`src/rtl/hrc_pkg.sv`:
```
package hrc_pkg;
  // Decoded view of one qualified switch-window access
  typedef struct packed {
    logic hit;     // qualified access inside the switch window
    logic is_rd;   // access direction is a read
    logic odd;     // offset bit 0
    logic rd_ram;  // offset selects reads from card RAM
    logic bank1;   // offset selects bank 1
  } sw_access_t;
endpackage

```
`src/rtl/hrc_rst_sync.sv`:
```
module hrc_rst_sync #(
  parameter int STAGES = 2
) (
  input  logic clk,
  input  logic rst_n_in,
  output logic rst_n_out
);
  logic [STAGES-1:0] sync_q;

  always_ff @(posedge clk or negedge rst_n_in) begin
    if (!rst_n_in) sync_q <= '0;
    else           sync_q <= {sync_q[STAGES-2:0], 1'b1};
  end

  assign rst_n_out = sync_q[STAGES-1];
endmodule

```
`src/rtl/hrc_window_decode.sv`:
```
module hrc_window_decode
  import hrc_pkg::*;
#(
  parameter logic [15:0] WIN_BASE = 16'hC080
) (
  input  logic        valid,
  input  logic        rnw,
  input  logic [15:4] addr_page,
  input  logic        sel_bank,   // address bit 3
  input  logic [1:0]  sel_mode,   // address bits 1:0
  output sw_access_t  acc
);
  always_comb begin
    acc.hit    = valid && (addr_page == WIN_BASE[15:4]);
    acc.is_rd  = rnw;
    acc.odd    = sel_mode[0];
    acc.rd_ram = (sel_mode == 2'b00) || (sel_mode == 2'b11);
    acc.bank1  = sel_bank;
  end
endmodule

```
`src/rtl/hrc_mode_regs.sv`:
```
module hrc_mode_regs
  import hrc_pkg::*;
(
  input  logic       clk,
  input  logic       rst_n,
  input  sw_access_t acc,
  output logic       rd_en,
  output logic       bank1
);
  logic rd_en_d, bank1_d;
  logic upd_en;

  assign upd_en = acc.hit;

  always_comb begin
    rd_en_d = rd_en;
    bank1_d = bank1;
    if (upd_en) begin
      rd_en_d = acc.rd_ram;
      bank1_d = acc.bank1;
    end
  end

  always_ff @(posedge clk or negedge rst_n) begin
    if (!rst_n) begin
      rd_en <= 1'b0;
      bank1 <= 1'b0;
    end else if (upd_en) begin
      rd_en <= rd_en_d;
      bank1 <= bank1_d;
    end
  end

  assert_hold_R2: assert property (@(posedge clk) disable iff (!rst_n)
    !acc.hit |=> ($stable(rd_en) && $stable(bank1)));
  assert_bank_R3: assert property (@(posedge clk) disable iff (!rst_n)
    acc.hit |=> (bank1 == $past(acc.bank1)));
  assert_read_mode_R4: assert property (@(posedge clk) disable iff (!rst_n)
    acc.hit |=> (rd_en == $past(acc.rd_ram)));
endmodule

```
`src/rtl/hrc_prewrite_ctr.sv`:
```
module hrc_prewrite_ctr
  import hrc_pkg::*;
#(
  parameter int THRESH = 2
) (
  input  logic       clk,
  input  logic       rst_n,
  input  sw_access_t acc,
  output logic       wr_en
);
  localparam int CW = $clog2(THRESH + 1);
  localparam logic [CW-1:0] LIMIT = CW'(THRESH);

  logic [CW-1:0] cnt_q, cnt_d;
  logic          cnt_en;

  assign cnt_en = acc.hit;

  always_comb begin
    cnt_d = cnt_q;
    if (acc.odd && acc.is_rd) begin
      if (cnt_q != LIMIT) cnt_d = cnt_q + 1'b1;
    end else begin
      cnt_d = '0;
    end
  end

  always_ff @(posedge clk or negedge rst_n) begin
    if (!rst_n)      cnt_q <= '0;
    else if (cnt_en) cnt_q <= cnt_d;
  end

  assign wr_en = (cnt_q == LIMIT);

  assert_cnt_sat_R6: assert property (@(posedge clk) disable iff (!rst_n)
    cnt_q <= LIMIT);
  assert_arm_R6: assert property (@(posedge clk) disable iff (!rst_n)
    (acc.hit && acc.odd && acc.is_rd && cnt_q == LIMIT - 1'b1) |=> wr_en);
  assert_clear_R7: assert property (@(posedge clk) disable iff (!rst_n)
    (acc.hit && !(acc.odd && acc.is_rd)) |=> !wr_en);
  assert_single_R8: assert property (@(posedge clk) disable iff (!rst_n)
    (acc.hit && cnt_q == '0) |=> !wr_en);
endmodule

```
`src/rtl/hrc_region_map.sv`:
```
module hrc_region_map #(
  parameter logic [15:0] HI_BASE = 16'hD000
) (
  input  logic        valid,
  input  logic        rnw,
  input  logic [15:0] addr,
  input  logic        rd_en,
  input  logic        wr_en,
  output logic        route
);
  logic in_hi;

  always_comb begin
    in_hi = valid && (addr >= HI_BASE);
    route = in_hi && (rnw ? rd_en : wr_en);
  end
endmodule

```
`src/rtl/hiram_switch_ctrl.sv`:
```
module hiram_switch_ctrl
  import hrc_pkg::*;
#(
  parameter logic [15:0] WIN_BASE    = 16'hC080,
  parameter logic [15:0] HI_BASE     = 16'hD000,
  parameter int          WR_THRESH   = 2,
  parameter int          SYNC_STAGES = 2
) (
  input  logic        clk,
  input  logic        rst_n,
  input  logic        bus_valid,
  input  logic        bus_rnw,
  input  logic [15:0] bus_addr,
  output logic        ram_rd_en,
  output logic        ram_wr_en,
  output logic        bank1_sel,
  output logic        ram_route
);
  logic       rst_n_s;
  sw_access_t acc;

  hrc_rst_sync #(.STAGES(SYNC_STAGES)) rst_sync_i (
    .clk(clk), .rst_n_in(rst_n), .rst_n_out(rst_n_s));

  hrc_window_decode #(.WIN_BASE(WIN_BASE)) decode_i (
    .valid(bus_valid), .rnw(bus_rnw), .addr_page(bus_addr[15:4]),
    .sel_bank(bus_addr[3]), .sel_mode(bus_addr[1:0]), .acc(acc));

  hrc_mode_regs mode_i (
    .clk(clk), .rst_n(rst_n_s), .acc(acc),
    .rd_en(ram_rd_en), .bank1(bank1_sel));

  hrc_prewrite_ctr #(.THRESH(WR_THRESH)) ctr_i (
    .clk(clk), .rst_n(rst_n_s), .acc(acc), .wr_en(ram_wr_en));

  hrc_region_map #(.HI_BASE(HI_BASE)) map_i (
    .valid(bus_valid), .rnw(bus_rnw), .addr(bus_addr),
    .rd_en(ram_rd_en), .wr_en(ram_wr_en), .route(ram_route));

  assert_route_R9: assert property (@(posedge clk) disable iff (!rst_n_s)
    (!bus_valid || bus_addr < HI_BASE) |-> !ram_route);
  assert_nowr_route_R9: assert property (@(posedge clk) disable iff (!rst_n_s)
    (!bus_rnw && !ram_wr_en) |-> !ram_route);
  assert_wr_stable_R2: assert property (@(posedge clk) disable iff (!rst_n_s)
    !(bus_valid && bus_addr[15:4] == WIN_BASE[15:4]) |=> $stable(ram_wr_en));
endmodule

```
`config.mk`:
```
export PLATFORM = sky130hd
export DESIGN_NAME = hiram_switch_ctrl
export DESIGN_NICKNAME = d
export VERILOG_FILES = /design/src/rtl/hrc_pkg.sv /design/src/rtl/hrc_rst_sync.sv /design/src/rtl/hrc_window_decode.sv /design/src/rtl/hrc_mode_regs.sv /design/src/rtl/hrc_prewrite_ctr.sv /design/src/rtl/hrc_region_map.sv /design/src/rtl/hiram_switch_ctrl.sv
export SDC_FILE = /design/constraint.sdc
export NUM_CORES = 1
export LEC_CHECK = 0
export ABC_AREA = 0
export BUFFER_PORTS_ARGS = -buffer_cell sky130_fd_sc_hd__buf_2
export CELL_PAD_IN_SITES_DETAIL_PLACEMENT = 1
export CELL_PAD_IN_SITES_GLOBAL_PLACEMENT = 1
export CORE_AREA = 2 2 39 41
export CTS_CLUSTER_SIZE = 14
export DETAILED_ROUTE_END_ITERATION = 8
export DIE_AREA = 0 0 41 43
export GPL_TIMING_DRIVEN = 0
export PLACE_DENSITY = 0.71
export SETUP_SLACK_MARGIN = 0.4
export SLEW_MARGIN = 0
export SYNTH_ARGS = -nofsm -noshare
export SYNTH_HDL_FRONTEND = slang
export SYNTH_SLANG_ARGS = --single-unit
export TNS_END_PERCENT = 10
```
`constraint.sdc`:
```
create_clock -name clk -period 1.44 [get_ports clk]
set_input_delay 0.072 -clock clk [delete_from_list [all_inputs] [get_ports clk]]
set_output_delay 0.072 -clock clk [all_outputs]
set_load 0.01 [all_outputs]
```
# After elaboration in Yosys (flattened, before gate mapping)
# Index checks and enable logic that the tools add are counted.
# totals
reg_bits	6
latch_bits	0
mem_bits_rw	0
rom_bits	0
inputBits	20
n_memories	0
# op_classes
addsub	1
multipliers	0
div	0
n_lt_le_gt_ge	1
n_eq_ne	5
n_shift	0
mux	3
n_bitwise	0
reduce_logical	7
# op_table
cell	n
$ge A16 B16 Y1 const B	1
$eq A12 B12 Y1 const B	1
$eq A2 B2 Y1 const B	2
$logic_and A1 B1 Y1	4
$mux W2	2
$ne A2 B2 Y1 const B	2
$add A2 B1 Y2 const B	1
$logic_not A2 Y1	1
$reduce_and A2 Y1	1
$logic_or A1 B1 Y1	1
$mux W1	1

# Depth between registers and ports, before layout
# depth
ltp_word	3
mapped_depth	4
depth_no_buf	4

# Hierarchy
# Synthesis repeated with hierarchy kept, for this count alone.
# unflattened
cells_unflattened	30
hier_area_um2	332.8
# by_module_without_submodules
mod	instances	cells_each	area_per_inst_um2
hrc_prewrite_ctr	1	11	115.1
hrc_mode_regs	1	4	72.6
hrc_window_decode	1	9	68.8
hrc_rst_sync	1	3	53.8
hrc_region_map	1	3	22.5

# Worst setup path before layout
# No wires, ideal clock.
# synth_path
path_type	register -> output
start	register ctr_i.cnt_q[0]
end	output port ram_route
arrival_time_ns	1.092
t_required_ns	1.368
slack_ns	0.276
path_stages_with_launch	5
n_path_buf	0
cell_sequence	dfrtp_1 > inv_1 > ha_1 > mux2i_1 > nor3b_1
# synth_between
elab_chain_len	3
# synth_lines
item	line_no	rtl
start: declaration	hrc_prewrite_ctr.sv:14	logic [CW-1:0] cnt_q, cnt_d;
start signal: assignment	hrc_prewrite_ctr.sv:30	else if (cnt_en) cnt_q <= cnt_d;
$eq A2 B2 Y1	hrc_prewrite_ctr.sv:33	assign wr_en = (cnt_q == LIMIT);
named net ram_wr_en	hiram_switch_ctrl.sv:15	output logic ram_wr_en,
$mux W1	hrc_region_map.sv:15	route = in_hi && (rnw ? rd_en : wr_en);
$logic_and A1 B1 Y1	hrc_region_map.sv:15	
end: declaration	hiram_switch_ctrl.sv:17	output logic ram_route
# The timed path passes the listed nets, and every way through them passes these cells.

# Worst setup path in the final report
# layout_path
start	register ctr_i.cnt_q[1]
end	output port ram_route
# layout_between
elab_chain_len	3
# layout_lines
item	line_no
$eq A2 B2 Y1	hrc_prewrite_ctr.sv:33
$mux W1	hrc_region_map.sv:15
$logic_and A1 B1 Y1	hrc_region_map.sv:15
# Every way passes these cells.

==> qor.json <==
{
  "synthTopCellsByArea": "sky130_fd_sc_hd__dfrtp_1 47%, sky130_fd_sc_hd__ha_1 7.9%, sky130_fd_sc_hd__a21o_1 4.7%",
  "critPathMaxStageDelay_ps": 410,
  "cp_data_required_time_ps": 1370,
  "final_worst_path_period_share": 0.882,
  "design.final.nets": 80,
  "vdd.ir_drop.worst_mv": 0.453,
  "critPathKind": "flip-flop to output port",
  "synth_seq_cells": 6,
  "clock_tree.htree_level_count": 1,
  "worst_reg2reg_setup_slack_ps": 240,
  "report.final.setup_viol": 0,
  "synth-adder-area-share": 0.0787,
  "timing.clock.skew_ps": 7.88,
  "critPathSlowestCell": "sky130_fd_sc_hd__dfrtp_1",
  "final.setup.tns_ps": 0,
  "drc_errors": 0,
  "most_frequent_standard_cell_in_the_layout_excluding_fill_and_tap_cells": "sky130_fd_sc_hd__buf_2",
  "place_hpwl_um": 663,
  "grt_antenna_before_repair": 0,
  "gpl_wtd_cong": 0.590,
  "cp_cell_sequence": "ha_4 > mux2i_2 > nor3b_2 > buf_2",
  "critical_path.n_buffers_inverters": 1,
  "portion_of_netlist_area_occupied_by_mux_cells": 0.0669,
  "final_hold_viol_count": 0,
  "die_w_um": 41,
  "first_global_vias": 315,
  "internal_power_mw": 0.292,
  "max_freq_ghz": 0.787,
  "mostFrequentLayoutCells": "22 x sky130_fd_sc_hd__buf_2, 6 x sky130_fd_sc_hd__dfrtp_1, 3 x sky130_fd_sc_hd__clkbuf_4",
  "synth.avg_cell_area_sq_um": 11.4,
  "power.sequential.fraction": 0.468,
  "outcome": "complete, no violations",
  "power.clock.fraction": 0.419,
  "drive_gt1_frac": 0.625,
  "unrepaired_setup_endpoints_after_global_routing": "true",
  "via_count": 324,
  "pwr_density_cell_nw_per_um2": 723,
  "synth-xor-area-share": 0,
  "finalCoreUtilization": 0.373,
  "critical_path_peak_fanout": 2,
  "total_leakage_power_nw": 0.292,
  "setup.worst_path.start_class": "flip-flop",
  "final_critical_path_setup_slack_ps": 170,
  "post-synth-top-area-cell": "sky130_fd_sc_hd__dfrtp_1",
  "layoutNonFillerInstCount": 72,
  "numCtsBuffers": 3,
  "holdCritPathClass": "flip-flop to asynchronous set/reset pin",
  "post_synth_num_cell_types": 17,
  "clk_pin_slew_ps": 50,
  "clk_latency_ps": 250,
  "synth_top_family_by_area": "simple AND/OR/NAND/NOR gates",
  "grt.total_usage": 0.116,
  "synth_fp_nets": 50,
  "synth_simple_gate_area_share": 0.244,
  "synth-seq-area-share": 0.472,
  "switching_fraction_of_total_power": 0.218,
  "power.net_switching_mw": 0.0815,
  "initial_utilization": 0.230,
  "combinationalPowerShare": 0.112,
  "postRouteWirelength_um": 804,
  "cts_num_sinks": 6,
  "die_h_um": 43,
  "clockRootBuffer": "sky130_fd_sc_hd__clkbuf_4",
  "place.port_buffers": 22,
  "layout_min_cycle_time_ps": 1270,
  "area_growth_syn_to_layout_pct": 62.6,
  "crit-reg2reg-capture": "ctr_i.cnt_q[1]",
  "syn_area_sq_um": 318,
  "fp.dieArea_sq_um": 1760,
  "grt.overflow.total": 0,
  "core_footprint_sq_um": 1380,
  "grt_max_degree": 7,
  "fill_cells": 175,
  "worst-r2r-cell-count": 4,
  "placed_cells": 66,
  "floorplan.rows": 14,
  "tritoncts_clock_tree": "yes",
  "critPathCaptureType": "output port",
  "max_cap_viol_count": 0,
  "dp_worst_setup_slack_ps": 170,
  "kind_of_cell_adding_the_most_delay_to_the_critical_path": "flip-flops",
  "synth_warn": 0,
  "worst-path-stages": 4,
  "io-pin-count": 24,
  "drtAntennaViolNets": 0,
  "first_pass_iters": 2,
  "avgViaCountPerCell": 4.50,
  "compound_gate_fraction_of_synth_area": 0.0906,
  "dr.first_iter.drc_count": 1,
  "wire_per_inst_um": 11.2,
  "netlist.area_leader.share": 0.472,
  "worst-endpoint-arrival_ps": 1200,
  "post_synth_inst_count": 28,
  "worstReg2RegStart": "ctr_i.cnt_q[1]",
  "timing.final.max_slew_violations": 0,
  "diodes": 0,
  "p_total_mw": 0.373,
  "grt_pass1_wl_um": 1320,
  "max-clock-path-buffers": 2
}
[area by class of cell]
type | instances | area (sq um) | area share
clock buffers | 3 | 22.5 | 0.0436
repair buffers | 25 | 135 | 0.262
well taps | 16 | 20.0 | 0.0387
inverters | 3 | 11.3 | 0.0218
multi-input cells | 19 | 178 | 0.344
flip-flops and latches | 6 | 150 | 0.291
[layer usage]
metal | up-vias | share of wire | wire length (um) | track usage
met3 | 0 | 0.091 | 73 | 0.0681
met1 | 156 | 0.35 | 284 | 0.134
met2 | 12 | 0.55 | 446 | 0.172
met5 | - | 0 | 0 | 0
li1 | 156 | - | - | -
met4 | 0 | 0 | 0 | 0.0400
[Yosys cell counts (all sizes together)]
library cell  instances
a21o                  2
a31o                  1
and3                  1
conb                  1
dfrtp                 6
ha                    2
inv                   3
mux2                  1
mux2i                 1
nand2                 2
nand4                 1
nor2                  1
nor3b                 1
nor4                  3
nor4b                 1
o21ai                 1
[power by group through the flow]
stage               Sequential (mW)  Combinational (mW)  Clock, mW
finish                        0.175              0.0419      0.157
global route                  0.175              0.0468      0.176
CTS                           0.175              0.0421      0.165
detailed placement            0.178              0.0397          0
global placement              0.177              0.0380          0
floorplan                     0.177             0.00958          0
[stage by stage]
step	hold WS, ps	instance area [sq um]
4_1_cts	55.9	513
3_3_place_gp	-143	465
2_1_floorplan	-224	335
3_5_place_dp	-143	465
5_1_grt	74.4	517
6_report	58.4	517
[flip-flops by register name (all words and copies together), names as in the netlist]
register           cells
rst_sync_i.sync_q      2
mode_i.bank1           1
ctr_i.cnt_q            2
mode_i.rd_en           1
[worst max path at each step]
stage,start,to
floorplan,ctr_i.cnt_q[0],ctr_i.cnt_q[1]
global placement,bus_addr[6],ctr_i.cnt_q[0]
detailed placement,bus_addr[6],ctr_i.cnt_q[1]
CTS,ctr_i.cnt_q[0],ram_route
global route,ctr_i.cnt_q[0],ram_route
finish,ctr_i.cnt_q[1],ram_route
[cell families after synthesis]
logic type | after synthesis
AO/OA/AOI/OAI | 4
adder cells (fa/ha/maj) | 2
buffers and inverters | 3
flip-flops | 6
multiplexers | 2
other | 1
AND/OR/NAND/NOR | 10
[repair_timing]
item                                    CTS  global route
buffers inserted                          2             0
gates resized for setup                   0             1
hold endpoints to repair                  2             0
hold buffers                              1             0
endpoints found under the setup margin    4             4
pin swaps                                 1             2
Power figures use the tool's default switching activity.
